## src/rtl/pdag_pkg.sv

```systemverilog
package pdag_pkg;
    localparam int PTR_W   = 16;
    localparam int DADDR_W = 23;
    localparam int PG_W    = DADDR_W - PTR_W;
    localparam int OFS_W   = 7;
    localparam int IO_W    = 16;
    localparam int IOOFS_W = 6;
    localparam int IOPG_W  = IO_W - IOOFS_W;
    localparam int SEL_W   = 3;

    typedef enum logic [1:0] {
        AM_DPAGE = 2'd0,
        AM_USTK  = 2'd1,
        AM_SSTK  = 2'd2,
        AM_IOPG  = 2'd3
    } amode_e;

    localparam logic [SEL_W-1:0] BR_DPTR  = 3'd0;
    localparam logic [SEL_W-1:0] BR_DEXT  = 3'd1;
    localparam logic [SEL_W-1:0] BR_USP   = 3'd2;
    localparam logic [SEL_W-1:0] BR_SSP   = 3'd3;
    localparam logic [SEL_W-1:0] BR_SEXT  = 3'd4;
    localparam logic [SEL_W-1:0] BR_IOPTR = 3'd5;

    typedef struct packed {
        logic [PTR_W-1:0] dptr;
        logic [PG_W-1:0]  dext;
        logic [PTR_W-1:0] usp;
        logic [PTR_W-1:0] ssp;
        logic [PG_W-1:0]  sext;
        logic [PTR_W-1:0] ioptr;
    } bregs_t;

    typedef struct packed {
        logic               vld;
        logic               is_io;
        logic [DADDR_W-1:0] daddr;
        logic [IO_W-1:0]    ioaddr;
    } aout_t;
endpackage

```

## src/rtl/pdag_bregs.sv

```systemverilog
module pdag_bregs
    import pdag_pkg::*;
(
    input  logic             clk,
    input  logic             rst_n,
    input  logic             we,
    input  logic [SEL_W-1:0] sel,
    input  logic [PTR_W-1:0] wdata,
    output bregs_t           regs
);
    bregs_t regs_d, regs_q;

    always_comb begin
        regs_d = regs_q;
        if (we) begin
            case (sel)
                BR_DPTR:  regs_d.dptr  = wdata;
                BR_DEXT:  regs_d.dext  = wdata[PG_W-1:0];
                BR_USP:   regs_d.usp   = wdata;
                BR_SSP:   regs_d.ssp   = wdata;
                BR_SEXT:  regs_d.sext  = wdata[PG_W-1:0];
                BR_IOPTR: regs_d.ioptr = wdata;
                default:  regs_d = regs_q;
            endcase
        end
    end

    always_ff @(posedge clk) begin
        if (!rst_n) regs_q <= '0;
        else        regs_q <= regs_d;
    end

    assign regs = regs_q;
endmodule

```

## src/rtl/pdag_agen.sv

```systemverilog
module pdag_agen
    import pdag_pkg::*;
(
    input  bregs_t           regs,
    input  amode_e           mode,
    input  logic [OFS_W-1:0] offset,
    output aout_t            res
);
    logic [PTR_W-1:0] base;
    logic [PG_W-1:0]  page;
    logic [PTR_W-1:0] in_page;

    always_comb begin
        case (mode)
            AM_DPAGE: begin base = regs.dptr; page = regs.dext; end
            AM_USTK:  begin base = regs.usp;  page = regs.sext; end
            AM_SSTK:  begin base = regs.ssp;  page = regs.sext; end
            default:  begin base = '0;        page = '0;        end
        endcase
        in_page = base + PTR_W'(offset);
    end

    always_comb begin
        res = '0;
        res.vld = 1'b1;
        if (mode == AM_IOPG) begin
            res.is_io  = 1'b1;
            res.ioaddr = {regs.ioptr[IO_W-1:IOOFS_W], offset[IOOFS_W-1:0]};
        end else begin
            res.daddr = {page, in_page};
        end
    end
endmodule

```

## src/rtl/pdag_top.sv

```systemverilog
module pdag_top
    import pdag_pkg::*;
(
    input  logic               clk,
    input  logic               rst_n,
    input  logic               req,
    input  logic [1:0]         mode,
    input  logic [OFS_W-1:0]   offset,
    input  logic               reg_we,
    input  logic [SEL_W-1:0]   reg_sel,
    input  logic [PTR_W-1:0]   reg_wdata,
    output logic               out_valid,
    output logic               out_is_io,
    output logic [DADDR_W-1:0] out_daddr,
    output logic [IO_W-1:0]    out_ioaddr
);
    bregs_t regs;
    aout_t  calc;
    aout_t  out_d, out_q;

    pdag_bregs u_bregs (
        .clk   (clk),
        .rst_n (rst_n),
        .we    (reg_we),
        .sel   (reg_sel),
        .wdata (reg_wdata),
        .regs  (regs)
    );

    pdag_agen u_agen (
        .regs   (regs),
        .mode   (amode_e'(mode)),
        .offset (offset),
        .res    (calc)
    );

    always_comb begin
        out_d = '0;
        if (req) out_d = calc;
    end

    always_ff @(posedge clk) begin
        if (!rst_n) out_q <= '0;
        else        out_q <= out_d;
    end

    assign out_valid  = out_q.vld;
    assign out_is_io  = out_q.is_io;
    assign out_daddr  = out_q.daddr;
    assign out_ioaddr = out_q.ioaddr;
endmodule

```

## config.mk

```make
export PLATFORM = sky130hd
export DESIGN_NAME = pdag_top
export DESIGN_NICKNAME = d
export VERILOG_FILES = /design/src/rtl/pdag_pkg.sv /design/src/rtl/pdag_bregs.sv /design/src/rtl/pdag_agen.sv /design/src/rtl/pdag_top.sv
export SDC_FILE = /design/constraint.sdc
export NUM_CORES = 1
export LEC_CHECK = 0
export ABC_AREA = 0
export ABC_CLOCK_PERIOD_IN_PS = 3450
export BUFFER_PORTS_ARGS = -buffer_cell sky130_fd_sc_hd__buf_2
export CAP_MARGIN = 15
export CORE_MARGIN = 5
export CORE_UTILIZATION = 51
export DETAILED_ROUTE_END_ITERATION = 10
export PLACE_DENSITY = 0.75
export SLEW_MARGIN = 25
export SYNTH_ARGS = -nofsm -noshare
export SYNTH_HDL_FRONTEND = slang
export SYNTH_HIERARCHICAL = 1
export SYNTH_SLANG_ARGS = --single-unit
```

## constraint.sdc

```tcl
create_clock -name clk -period 3.45 [get_ports clk]
set_input_delay 0.69 -clock clk [delete_from_list [all_inputs] [get_ports clk]]
set_output_delay 0.69 -clock clk [all_outputs]
set_load 0.05 [all_outputs]
```

==> run summary <==
Clock slew at reported path FFs: 0.05 ns
Sequential cell area: 0.00226 sq mm
Critical-path cell with the highest stage delay: a222oi_1
Row cnt: 35
Crit end category: flip-flop
Worst skew pair latency: 0.52 ns
Wirelength per Cell: 16.3 um
Die width: 107 um
Type of the worst setup path: in2reg
Layout cells sized above 1: 0.311
Pwr dens: 554 mW/mm^2
Final Skew: 0.00932 ns
Final setup vio count: 0
Critical hold path startpoint: u_bregs/regs[15]
Hold Vio Cnt, Final: 0
RePlAce Congestion: 0.944
Syn_nets: 533
Largest net degree at the start of global routing: 76
Run status: completed
Post-CTS Hold Fix Bufs: 0
Startpoint types: input pin
Number of global-route vias before repair: 3,836
WP buf/inv: 2
Final worst-path cycle share: 0.887
Starting DRT DRC Count: 354
WL final: 11,600 um
Worst Setup SP: mode[0]
Synth Area per Inst: 9.89 sq um
Maximum clock rate: 327 MHz
Clk root buf: clkbuf_8
Vias per cell: 5.46
Max incr delay on CP: 0.42 ns
Cell Chain, Critical Path: buf_2 -> inv_1 -> ha_1 -> a222oi_1 -> nor2_1 -> ha_1 -> fa_1 -> a211oi_2 -> o21a_1 -> or2_1 -> o21ai_0 -> nor3b_2 -> and3_2
YS warnings: 6
Final Util: 0.648
Total clock buffers created by CTS: 17
Worst-margin pin slew: 0.984 ns
Hold crit path type: reg2reg
Cells after synthesis: 489
Hpwl dp: 8060 um
Worst-path fanout max: 7
R2r startpoint: u_bregs/regs[23]
DRC: 0
Final Net Count: 613
CP top delay family: adder cells
RSZ-0062 raised after global routing: false
Multi-input gate area: 0.00239 sq mm
Data required, critical path: 3.86 ns
Total setup buffers inserted after CTS: 0
Most used cell, CP: ha_1
Area post-placement: 0.00539 sq mm
Peak supply drop: 0.000394 V
Initial Utilization: 0.523
Via count: 3,879
Initial antenna violation count: 0
# fillers: 769
Top Ports: 73
Htree depth: 4
Tot GR Track Use: 0.209
WP data arrival: 3.47 ns
Grt total ovfl: 0
Tmin final: 3.06 ns
Design area: 0.00599 sq mm
Synth Cell Area: 0.00484 sq mm
Height of the die: 107 um
Area Growth Syn to Fin: 23.9%
Global-route wire length before repair: 18,800 um
Post-CTS Resized: 0
Leakage: 2.90 nW
Max cap viols: 0
Core area: 0.00924 sq mm
Die footprint: 0.0115 sq mm
Total clock sinks: 113
Port-buffer cells: 72
CTS tree: yes
Relative slew slack: 0.344
Antenna-violating nets left: 0
# diodes: 0
Clk buf depth: 2
First-pass DRT Iterations: 7
Final slew viol count: 0
cells in the final DEF, fill, tap and decap left out, types with 3 or more instances in the layout:
cell type    n
clkbuf_8     3
a222oi_1    16
clkinv_4     3
nand2_1     88
mux2i_1     72
xnor2_1      3
buf_4       28
clkbuf_16   16
xor2_1       3
ha_1        11
and2_1      16
nor4_1       3
a211oi_1     4
and3_2      41
buf_2       71
dfxtp_1    113
bufinv_16    3
nor3_1       8
a21oi_1      3
nor2_1      24
nor3_2       3
a22oi_1      7
o31a_1       3
o21ai_0      4
layout make-up:
type,instances,area share
inverter,2,0.00125
clock buffer,21,0.0750
multi-input combinational,336,0.399
timing repair buffer,99,0.0944
clock inverter,11,0.0257
sequential,113,0.378
tap,129,0.0269
power by group:
group / total [W] / leakage [nW] / internal [W] / switching [W]
Combinational: 0.000228 / 1.70 / 0.0000828 / 0.000145
Clock: 0.00175 / 0.289 / 0.00114 / 0.000606
Sequential: 0.00134 / 0.914 / 0.00133 / 0.0000115
Total: 0.00332 / 2.90 / 0.00256 / 0.000763
sequential cells by signal (all words and copies together) (netlist names):
signal        count
out_daddr        23
out_ioaddr       16
out_valid         1
out_is_io         1
u_bregs/regs     72
routing by layer:
layer	wire length, um	track usage	up-vias
li1	-	-	1893
met5	0	0	-
met4	293	0.108	0
met3	810	0.0642	33
met1	5070	0.251	1812
met2	5390	0.336	141
tightest hold or removal path: cells and delay by family (launching register included):
kind,cells,cell delay (ns)
DFF,1,0.30
and+or+nand+nor,1,0.05
muxes,1,0.05
through the flow:
step | setup TNS, ns | total power, W | worst slack, ns | std cells | hold WS, ns
global route | 0 | 0.00343 | 0.213 | 711 | 0.472
detailed placement | -0.0599 | 0.00159 | -0.0599 | 679 | 0.449
global placement | 0 | 0.00159 | 0.0870 | 679 | 0.442
CTS | 0 | 0.00334 | 0.451 | 711 | 0.458
floorplan | 0 | 0.00152 | 0.0521 | 489 | 0.434
finish | 0 | 0.00332 | 0.388 | 711 | 0.453
path summary, 6_finish.rpt:
check	cells after the start	to	slack, ns
worst max-delay path	13	out_daddr[12]	0.39
worst min-delay path	2	u_bregs/regs[15]	0.45
worst max register to register	10	out_daddr[12]	0.75
worst min register to register	2	u_bregs/regs[15]	0.45
Note: power is estimated with default switching activity, not from simulation.
